### config.mk
export PLATFORM = sky130hd
export DESIGN_NAME = stepdiv_unit
export DESIGN_NICKNAME = d
export VERILOG_FILES = /design/src/rtl/stepdiv_pkg.sv /design/src/rtl/sd_restore_step.sv /design/src/rtl/sd_bit_pick.sv /design/src/rtl/sd_ctrl.sv /design/src/rtl/stepdiv_unit.sv
export SDC_FILE = /design/constraint.sdc
export NUM_CORES = 1
export LEC_CHECK = 0
export BUFFER_PORTS_ARGS = -buffer_cell sky130_fd_sc_hd__buf_2
export CELL_PAD_IN_SITES_DETAIL_PLACEMENT = 1
export CELL_PAD_IN_SITES_GLOBAL_PLACEMENT = 2
export CORE_AREA = 2 2 223 159
export CTS_BUF_LIST = sky130_fd_sc_hd__clkbuf_16
export CTS_CLUSTER_SIZE = 8
export DETAILED_ROUTE_END_ITERATION = 16
export DIE_AREA = 0 0 225 161
export PLACE_DENSITY = 0.89
export SETUP_SLACK_MARGIN = 0.15
export SYNTH_ARGS = -nofsm -noshare
export SYNTH_HDL_FRONTEND = slang
export SYNTH_SLANG_ARGS = --single-unit
### constraint.sdc
create_clock -name clk -period 6.5 [get_ports clk]
set_clock_uncertainty 0.05 [all_clocks]
set_input_delay 0.975 -clock clk [delete_from_list [all_inputs] [get_ports clk]]
set_output_delay 0.975 -clock clk [all_outputs]
set_load 0.01 [all_outputs]
### src/rtl/stepdiv_pkg.sv
package stepdiv_pkg;

    typedef enum logic [1:0] {
        OP_BEGIN   = 2'd0,
        OP_STEP    = 2'd1,
        OP_GET_QUO = 2'd2,
        OP_GET_REM = 2'd3
    } sd_op_e;

    typedef enum logic [1:0] {
        ST_IDLE,
        ST_HIGH_DIV,
        ST_LOW_STEP,
        ST_UNLOAD
    } sd_state_e;

endpackage

### src/rtl/sd_restore_step.sv
// One restoring-division bit: shift a bit into the remainder, trial subtract.
module sd_restore_step #(
    parameter int W = 32
) (
    input  logic [W:0]   rem_in,
    input  logic         bit_in,
    input  logic [W-1:0] div_in,
    output logic [W:0]   rem_out,
    output logic         q_bit
);
    logic [W:0] shifted;
    logic [W:0] divisor_ext;
    logic [W:0] diff;

    always_comb begin
        shifted     = {rem_in[W-1:0], bit_in};
        divisor_ext = {1'b0, div_in};
        diff        = shifted - divisor_ext;
        q_bit       = (shifted >= divisor_ext);
        rem_out     = q_bit ? diff : shifted;
    end
endmodule

### src/rtl/sd_bit_pick.sv
// Selects the highest unconsumed low-dividend bit and the count left after it.
module sd_bit_pick #(
    parameter int W  = 32,
    parameter int CW = $clog2(W + 1)
) (
    input  logic [W-1:0]  lo_word,
    input  logic [CW-1:0] cnt_in,
    output logic          bit_out,
    output logic          has_bits,
    output logic [CW-1:0] cnt_left
);
    logic [CW-1:0] idx;

    always_comb begin
        has_bits = (cnt_in != '0);
        idx      = cnt_in - CW'(1);
        cnt_left = has_bits ? idx : '0;
        bit_out  = 1'b0;
        for (int i = 0; i < W; i++) begin
            if (has_bits && (CW'(i) == idx)) bit_out = lo_word[i];
        end
    end
endmodule

### src/rtl/sd_ctrl.sv
// Operation sequencer: IDLE, HIGH_DIV (W cycles), LOW_STEP, UNLOAD.
module sd_ctrl
    import stepdiv_pkg::*;
#(
    parameter int W  = 32,
    parameter int CW = $clog2(W + 1)
) (
    input  logic      clk,
    input  logic      rst_n,
    input  logic      op_valid,
    input  logic [1:0] op_kind,
    output sd_state_e state,
    output logic      op_ready,
    output logic      op_accept
);
    sd_state_e     state_nx;
    logic [CW-1:0] iter_q;
    logic          iter_last;

    assign iter_last = (iter_q == CW'(W - 1));

    // state register
    always_ff @(posedge clk) begin
        if (!rst_n) begin
            state  <= ST_IDLE;
            iter_q <= '0;
        end else begin
            state <= state_nx;
            if (state == ST_HIGH_DIV) iter_q <= iter_q + CW'(1);
            else                      iter_q <= '0;
        end
    end

    // next state
    always_comb begin
        state_nx = state;
        unique case (state)
            ST_IDLE: begin
                if (op_accept) begin
                    unique case (sd_op_e'(op_kind))
                        OP_BEGIN:   state_nx = ST_HIGH_DIV;
                        OP_STEP:    state_nx = ST_LOW_STEP;
                        OP_GET_QUO,
                        OP_GET_REM: state_nx = ST_UNLOAD;
                    endcase
                end
            end
            ST_HIGH_DIV: if (iter_last) state_nx = ST_IDLE;
            ST_LOW_STEP: state_nx = ST_IDLE;
            ST_UNLOAD:   state_nx = ST_IDLE;
        endcase
    end

    // outputs
    always_comb begin
        op_ready  = (state == ST_IDLE);
        op_accept = op_valid && op_ready;
    end
endmodule

### src/rtl/stepdiv_unit.sv
module stepdiv_unit
    import stepdiv_pkg::*;
#(
    parameter int W = 32
) (
    input  logic         clk,
    input  logic         rst_n,
    input  logic         op_valid,
    output logic         op_ready,
    input  logic [1:0]   op_kind,
    input  logic         op_use_imm,
    input  logic         op_flag_en,
    input  logic [W-1:0] op_src_a,
    input  logic [W-1:0] op_src_b,
    input  logic [W-1:0] op_imm,
    output logic         res_valid,
    output logic [W-1:0] res_data,
    output logic         bits_gone_flag
);
    localparam int CW = $clog2(W + 1);

    sd_state_e     state;
    logic          op_accept;

    logic [W-1:0]  div_q;
    logic [W-1:0]  quo_q;
    logic [W:0]    rem_q;
    logic [W-1:0]  hi_sh;
    logic [W-1:0]  lo_q;
    logic [CW-1:0] cnt_q;
    logic          fl_en_q;
    logic          sel_rem_q;

    logic [W-1:0]  opnd_b;
    logic [CW-1:0] cnt_sat;
    logic          pick_bit;
    logic          pick_has;
    logic [CW-1:0] pick_left;
    logic          step_bit;
    logic [W:0]    step_rem;
    logic          step_q;
    logic          upd;

    sd_ctrl #(.W(W), .CW(CW)) u_ctrl (
        .clk       (clk),
        .rst_n     (rst_n),
        .op_valid  (op_valid),
        .op_kind   (op_kind),
        .state     (state),
        .op_ready  (op_ready),
        .op_accept (op_accept)
    );

    sd_bit_pick #(.W(W), .CW(CW)) u_pick (
        .lo_word  (lo_q),
        .cnt_in   (cnt_q),
        .bit_out  (pick_bit),
        .has_bits (pick_has),
        .cnt_left (pick_left)
    );

    sd_restore_step #(.W(W)) u_step (
        .rem_in  (rem_q),
        .bit_in  (step_bit),
        .div_in  (div_q),
        .rem_out (step_rem),
        .q_bit   (step_q)
    );

    always_comb begin
        opnd_b   = op_use_imm ? op_imm : op_src_b;
        cnt_sat  = (opnd_b > W'(W)) ? CW'(W) : opnd_b[CW-1:0];
        step_bit = (state == ST_HIGH_DIV) ? hi_sh[W-1] : pick_bit;
        upd      = (state == ST_HIGH_DIV) || ((state == ST_LOW_STEP) && pick_has);
    end

    // division registers
    always_ff @(posedge clk) begin
        if (!rst_n) begin
            div_q     <= '0;
            quo_q     <= '0;
            rem_q     <= '0;
            hi_sh     <= '0;
            lo_q      <= '0;
            cnt_q     <= '0;
            fl_en_q   <= 1'b0;
            sel_rem_q <= 1'b0;
        end else begin
            if (op_accept) begin
                fl_en_q <= op_flag_en;
                unique case (sd_op_e'(op_kind))
                    OP_BEGIN: begin
                        div_q <= opnd_b;
                        hi_sh <= op_src_a;
                        quo_q <= '0;
                        rem_q <= '0;
                    end
                    OP_STEP: begin
                        lo_q  <= op_src_a;
                        cnt_q <= cnt_sat;
                    end
                    OP_GET_QUO: sel_rem_q <= 1'b0;
                    OP_GET_REM: sel_rem_q <= 1'b1;
                endcase
            end
            if (state == ST_HIGH_DIV) hi_sh <= {hi_sh[W-2:0], 1'b0};
            if (upd) begin
                rem_q <= step_rem;
                quo_q <= {quo_q[W-2:0], step_q};
            end
        end
    end

    // result outputs
    always_ff @(posedge clk) begin
        if (!rst_n) begin
            res_valid      <= 1'b0;
            res_data       <= '0;
            bits_gone_flag <= 1'b0;
        end else begin
            res_valid <= (state == ST_LOW_STEP) || (state == ST_UNLOAD);
            if (state == ST_LOW_STEP) begin
                res_data <= {{(W - CW){1'b0}}, pick_left};
                if (fl_en_q) bits_gone_flag <= (pick_left == '0);
            end else if (state == ST_UNLOAD) begin
                res_data <= sel_rem_q ? rem_q[W-1:0] : quo_q;
            end
        end
    end
endmodule

==> results of run 1 <==
cells by family (layout without fill, tap and decap cells):
logic type | after synthesis | count (layout) | synth area share [%]
compound gates | 396 | 396 | 25.2
other cells | 0 | 1 | 0
xor+xnor | 25 | 25 | 1.85
fa+ha+maj | 39 | 39 | 4.19
mux | 71 | 71 | 6.07
simple gates | 538 | 538 | 21.2
buf+inv | 182 | 272 | 5.98
flops | 210 | 210 | 35.5
cell type report:
type / count / area share, %
multi-input cells: 1069 / 50.9
flip-flops and latches: 210 / 30.9
repair buffers: 153 / 6.02
clock buffers: 31 / 5.69
well taps: 442 / 4.06
inverters: 85 / 2.34
clock inverters: 3 / 0.0918
diodes: 1 / 0.0184
report_power, final:
| part | switching, mW | internal (mW) | leakage [nW] |
|---|---|---|---|
| combinational | 1.67 | 1.18 | 3.75 |
| sequential | 0.199 | 1.41 | 1.70 |
| clock | 0.558 | 0.825 | 0.393 |
| total | 2.42 | 3.41 | 5.85 |
metrics by stage:
stage               hold WS [ps]  cell area (um^2)  cells  setup WS, ps  power, mW
floorplan                    368             11800   1461          1930       3.70
global placement             384             12800   1959          1110       4.37
detailed placement           400             12800   1959           800       4.42
CTS                          412             13600   1993           773       5.83
global route                 428             13600   1993           269       6.21
finish                       403             13600   1994           722       5.84
layer usage:
metal  vias to the layer above  wire length (um)  track usage [%]
li1                       5334                 -                -
met1                      5344             21100             34.2
met2                       244             15100             29.6
met3                        37              2210             3.67
met4                         0               583             4.03
met5                         -                 0                0
state kept, by name (all words and copies together), names as in the netlist, 2 cells and up:
signal / flops
u_ctrl.state: 2
rem_q: 32
res_data: 32
u_ctrl.iter_q: 6
quo_q: 32
cnt_q: 6
lo_q: 32
div_q: 32
hi_sh: 32
cells in the final DEF (no fill, tap or decap), types with 17 or more instances in the layout:
master	n
a21boi_0	67
a21boi_1	21
a21oi_1	50
a22oi_1	25
and2_1	34
buf_2	136
clkbuf_16	31
dfxtp_1	209
ha_1	38
inv_1	85
mux2i_1	65
nand2_1	257
nand3_1	82
nor2_1	55
o211a_1	60
o21a_1	18
o21ai_0	33
o22ai_1	38
xnor2_1	17
worst max path at each step:
stage	end	depth (start not counted)
2_1_floorplan	rem_q[30]	20
3_3_place_gp	rem_q[13]	20
3_5_place_dp	rem_q[28]	20
4_1_cts	rem_q[28]	20
5_1_grt	rem_q[5]	20
6_report	rem_q[28]	20
==> results.cfg, run 1 <==
[critical_path]
worstPathCellList = inv_1 > ha_1 > inv_1 > nor2_1 > a31oi_1 > or3_1 > o2111ai_1 > a31oi_1 > o31ai_1 > ha_1 > nor2b_1 > o31a_1 > o211a_1 > o21ai_2 > a211oi_2 > o21a_1 > nor3_4 > buf_4 > nand2_1 > a21boi_0
worst-path-buf-inv = 3
arrival_ps = 6200
cp_slowest_cell = nor3_4
reg2reg_slack_ps = 720
end_kind = register
crit_start = cnt_q[0]
crit_family = compound AO/OA/AOI/OAI gates
rr_worst_depth = 20
slowest_delay_ps = 550
critical_path.startpoint_type = register
cp.required_ps = 6920
path_class = register to register
r2r_end = rem_q[28]
r2r_start = cnt_q[0]
cp_max_fo = 16

[synth]
synthTopCellsByCount = nand2_1, dfxtp_1, inv_1, nand3_1, clkbuf_1
synthCells = 1461
syn_nets = 1603
synth_cell_types = 74
synth_area_leaders = dfxtp_1, nand2_1, mux2i_1
synth_edf_count = 0
yosysWarnings = 0
synth_top_area_share_pct = 35.5
synth_top_area_cell = dfxtp_1
synth_area_mm2 = 0.0118
synth_most_common_cell = nand2_1
synth.avg_cell_area_um2 = 8.10
synthFlopType = dfxtp_1
ys_seq_area_share_pct = 35.5
async_flop_share_pct = 0
ys_seq_elements = 210

[routing]
drtIter0Drc = 714
ant_nets = 0
drc = 0
drt-pass1-iter-count = 5
num_vias = 11000
totalWireLength_um = 39000
vias_per_cell = 5.50
wl_per_cell_um = 19.6

[timing]
setup_tns_ps = 0
post-route-period-util_pct = 88.9
slew-limit-headroom_pct = 19.0
finalHoldViolCount = 0
worst_pin_slew_ps = 1210
rsz0062_at_grt = no
fmax_ghz = 0.173
setup_viol = 0
drv_slew = 0
finalCriticalPeriod_ps = 5780

[final_layout]
multi_input_area_mm2 = 0.00694
final_layout_size_suffix_gt1_share_pct = 13.7
postLayoutCoreUtil_pct = 39.9
area_growth_syn_to_layout_pct = 15.1
seq_area_mm2 = 0.00421
n_fill_cell = 4119
nets = 1691

[floorplan]
rows = 57
die_h_um = 161
ios = 138
start_util_pct = 34.7
core_area_mm2 = 0.0342
fp.dieW_um = 225
die_area_mm2 = 0.0362

[worst_hold_path]
worstHoldEndpoint = u_ctrl.iter_q[0]
hold_class = register to register
min_path_cells = 1
min_from = u_ctrl.iter_q[0]

[clock_network]
cts_htree_levels = 1
root_buffer = clkbuf_16
postCtsSetupBuffers = 0
cts_buffers = 30
cts-resized-gates = 0
clkSinkCount = 210
clk_pin_slew_worst_paths_ps = 50
clk_latency_ps = 560
cts_tree = yes
clockBufferDepth = 3
holdBufCountCts = 0

[global_route]
grt_max_degree = 109
grt_pass1_vias = 11000
grt.overflow.total = 0
grt_pass1_wl_um = 61900
antenna_found_initial = 1
grt.total_usage_pct = 21.4

[run]
cap_violations = 0

[pwr]
peakVddDrop_mv = 0.234
powerDensity_mw_per_mm2 = 429
p_leak_nw = 5.85

[place]
numPortBuffers = 137
gp_congestion = 0.888
dp_hpwl_um = 28400

[outcome]
status = completed
(Power assumes the default switching activity.)
==> run 2: changes to the inputs <==
Settings changed: REMOVE_ABC_BUFFERS set to 1.
==> results.cfg, run 2 (synthesis results as in run 1) <==
[final_layout]
final-instance-count-excl-fill = 1993
final_cell_mix = nand2_1, dfxtp_1, buf_2
postLayoutCoreUtil_pct = 39.8
final_layout_size_suffix_gt1_share_pct = 13.6
layout.cells.most_common = nand2_1
area_growth_syn_to_layout_pct = 15.0
n_antenna_cell = 0
nets = 1690

[routing]
drtIter0Drc = 708
ant_nets = 0
drc = 0
totalWireLength_um = 37400
vias_per_cell = 5.42
num_vias = 10800
wl_per_cell_um = 18.8
drt-pass1-iter-count = 5

[global_route]
grt.total_usage_pct = 20.7
grt_pass1_vias = 10900
antenna_found_initial = 0
grt_pass1_wl_um = 60900
grt_max_degree = 93
grt.overflow.total = 0

[timing]
slew-limit-headroom_pct = 22.2
fmax_ghz = 0.178
rsz0062_at_grt = no
post-route-period-util_pct = 86.5
hold-worst-slack_ps = 409
finalCriticalPeriod_ps = 5620
finalHoldViolCount = 0
worst_pin_slew_ps = 1160
setup_viol = 0
drv_slew = 0

[place]
numPortBuffers = 137
dp_hpwl_um = 27600
gp_congestion = 0.890
placed_cells = 1958

[clock_network]
cts_htree_levels = 1
root_buffer = clkbuf_16
clkSinkCount = 210
clk_latency_ps = 560
cts_tree = yes
cts-resized-gates = 0
holdBufCountCts = 0
cts_buffers = 30
clk_pin_slew_worst_paths_ps = 60
postCtsSetupBuffers = 0
clockBufferDepth = 3

[floorplan]
core_area_mm2 = 0.0342
die_h_um = 161
die_area_mm2 = 0.0362
ios = 138
start_util_pct = 34.7
fp.dieW_um = 225
rows = 57

[worst_hold_path]
min_path_cells = 2
hold_class = register to register

[pwr]
peakVddDrop_mv = 0.222
p_leak_nw = 5.84
powerDensity_mw_per_mm2 = 431

[critical_path]
path_class = register to register
end_kind = register
cp_max_fo = 16
cp.required_ps = 6940
critical_path.startpoint_type = register
arrival_ps = 6060
rr_worst_depth = 20

[outcome]
status = completed

[run]
cap_violations = 0
-- run 2: cell types whose count changed in the layout (fill, tap and decap cells not counted), sizes merged --
| cell | before | now |
|---|---|---|
| clkbuf | 31 | 30 |
| inv | 85 | 86 |
| clkinv | 3 | 4 |
| buf | 153 | 152 |
| diode | 1 | 0 |
-- run 2: critical path, stage by stage (launching register included) --
cell and delay [ps]:
dfxtp_1 410, inv_1 150, ha_1 520, inv_1 220
nor2_1 280, a31oi_1 240, or3_1 400, o2111ai_1 110
a31oi_1 130, o31ai_1 450, ha_1 300, nor2b_1 80
o31a_1 280, o211a_1 260, o21ai_2 250, a211oi_2 190
o21a_1 280, nor3_4 390, buf_4 310, nand2_1 80
a21boi_0 170
-- run 2: path summary, 6_finish.rpt --
path,startpoint,to,slack [ps]
worst max-delay path,cnt_q[0],rem_q[28],880
worst min-delay path,lo_q[19],lo_q[19],410
worst max register to register,cnt_q[0],rem_q[28],880
worst min register to register,lo_q[19],lo_q[19],410
-- run 2: stage by stage --
stage	area (um^2)	power (mW)	setup TNS, ps	setup WS (ps)
after floorplan	11400	3.65	-39120	-1760
after global placement	12800	4.39	0	1220
after detailed placement	12800	4.44	0	925
after CTS	13600	5.85	0	913
after global routing	13600	6.25	0	387
final	13600	5.87	0	875
-- run 2: final cells by class --
cell class | instances | area [um^2]
Clock buffer | 30 | 751
Clock inverter | 5 | 45.0
Fill cell | 4131 | 20600
Inverter | 85 | 319
Multi-Input combinational cell | 1069 | 6940
Sequential cell | 210 | 4210
Tap cell | 442 | 553
Timing Repair Buffer | 152 | 801
-- run 2: where the power goes --
group	total [mW]	leakage, nW	internal [mW]	switching (mW)
combinational	2.90	3.74	1.19	1.72
clock	1.38	0.395	0.809	0.566
sequential	1.59	1.70	1.41	0.179
-- run 2: routing by layer --
metal  global-route usage, %  share of wire (%)
met4                    3.97                1.6
met2                    28.5                 39
met3                    2.64                4.7
met1                    33.7                 55
met5                       0                  0
==> run 3: changes to the inputs <==
Settings changed: RECOVER_POWER set to 100, SLEW_MARGIN set to 40.
==> results.cfg, run 3 (synthesis results as in run 1) <==
[floorplan]
fp.dieW_um = 225
die_area_mm2 = 0.0362
rows = 57
core_area_mm2 = 0.0342
die_h_um = 161
start_util_pct = 34.7
ios = 138

[global_route]
use_met2_pct = 28.5
groute.layer.met1.usage_pct = 33.6
antenna_found_initial = 0
grt.overflow.total = 0
busiest_layer = met1
grt_pass1_vias = 11000
grt_max_degree = 93
grt.total_usage_pct = 20.7
grt_pass1_wl_um = 61100
use_met3_pct = 2.62

[clock_network]
clkSinkCount = 210
postCtsSetupBuffers = 0
cts_buffers = 30
root_buffer = clkbuf_16
clockBufferDepth = 3
holdBufCountCts = 0
clk_pin_slew_worst_paths_ps = 50
cts_htree_levels = 1
clk_latency_ps = 560
cts-resized-gates = 0
cts_tree = yes

[final_layout]
n_antenna_cell = 0
area_growth_syn_to_layout_pct = 14.4
stdcell_area_mm2 = 0.0135
nets = 1690
final_cell_mix = nand2_1, dfxtp_1, buf_2
n_fill_cell = 4106
layout.cells.most_common = nand2_1
postLayoutCoreUtil_pct = 39.6
final_layout_size_suffix_gt1_share_pct = 11.0

[timing]
drv_slew = 292
fmax_ghz = 0.171
finalHoldViolCount = 0
worst_pin_slew_ps = 2710
finalCriticalPeriod_ps = 5830
slew-limit-headroom_pct = -80.5
post-route-period-util_pct = 89.7
setup_viol = 0
setup_tns_ps = 0
rsz0062_at_grt = no

[worst_hold_path]
hold_class = register to register
min_path_cells = 1
min_from = u_ctrl.iter_q[0]
worstHoldEndpoint = u_ctrl.iter_q[0]

[place]
numPortBuffers = 137
dp_hpwl_um = 27600
gp_congestion = 0.890
dpl_cell_area_mm2 = 0.0128

[critical_path]
worstPathCellList = inv_1 > ha_1 > or2_2 > o31ai_1 > a2bb2oi_1 > nor2_1 > nor2_1 > a221oi_1 > o31ai_1 > ha_1 > nor2b_1 > o31a_1 > o211a_1 > o21ai_2 > a211oi_2 > o21ai_2 > a21oi_2 > buf_4 > a22oi_1 > a21boi_0
rr_worst_depth = 20
slowest_delay_ps = 650
r2r_start = cnt_q[0]
end_kind = register
reg2reg_slack_ps = 670
crit_family = compound AO/OA/AOI/OAI gates
r2r_end = rem_q[9]
path_class = register to register
arrival_ps = 6240
cp_slowest_cell = a21oi_2
critical_path.startpoint_type = register
cp_max_fo = 16
worst-path-buf-inv = 2
cp.required_ps = 6910
cp.depth = 20

[pwr]
peakVddDrop_mv = 0.213
p_leak_nw = 5.66
powerDensity_mw_per_mm2 = 433

[routing]
num_vias = 11000
drtIter0Drc = 673
drc = 0
drt-pass1-iter-count = 5
wl_per_cell_um = 18.9
ant_nets = 0
totalWireLength_um = 37700
vias_per_cell = 5.50

[outcome]
violations = max-capacitance violations, max-slew violations
status = finished with violations

[run]
cap_violations = 6
-- run 3: routing by layer --
metal,up-vias,wire length [um]
li1,5340,-
met1,5324,20600
met2,259,14500
met3,40,1900
met4,0,678
met5,-,0
-- run 3: worst max path at each step --
stage | from | endpoint | slack, ps
after floorplan | u_ctrl.state[1] | rem_q[30] | -1760
after global placement | cnt_q[0] | rem_q[17] | 1220
after detailed placement | cnt_q[0] | rem_q[28] | 960
after CTS | cnt_q[0] | rem_q[28] | 940
final | cnt_q[0] | rem_q[9] | 670
after global routing | cnt_q[0] | rem_q[17] | 230
-- run 3: metrics by stage --
stage | power, mW | worst slack (ps) | instances | hold slack [ps]
final | 5.87 | 668 | 1994 | 412
after detailed placement | 4.44 | 962 | 1958 | 400
after global placement | 4.39 | 1220 | 1958 | 383
after global routing | 6.22 | 234 | 1994 | 415
after CTS | 5.85 | 939 | 1994 | 408
after floorplan | 3.65 | -1760 | 1364 | 368
-- run 3: cell type report --
class	count	area [um^2]	area share, %
inverter	85	319	2.36
tap	442	553	4.08
clock buffer	30	751	5.54
multi-input combinational	1069	6930	51.1
clock inverter	6	50.0	0.370
timing repair buffer	152	737	5.44
sequential	210	4210	31.1
-- run 3: where the power goes --
part / switching, mW / internal (mW)
registers: 0.179 / 1.41
clock network: 0.566 / 0.810
logic: 1.72 / 1.18
total: 2.47 / 3.40
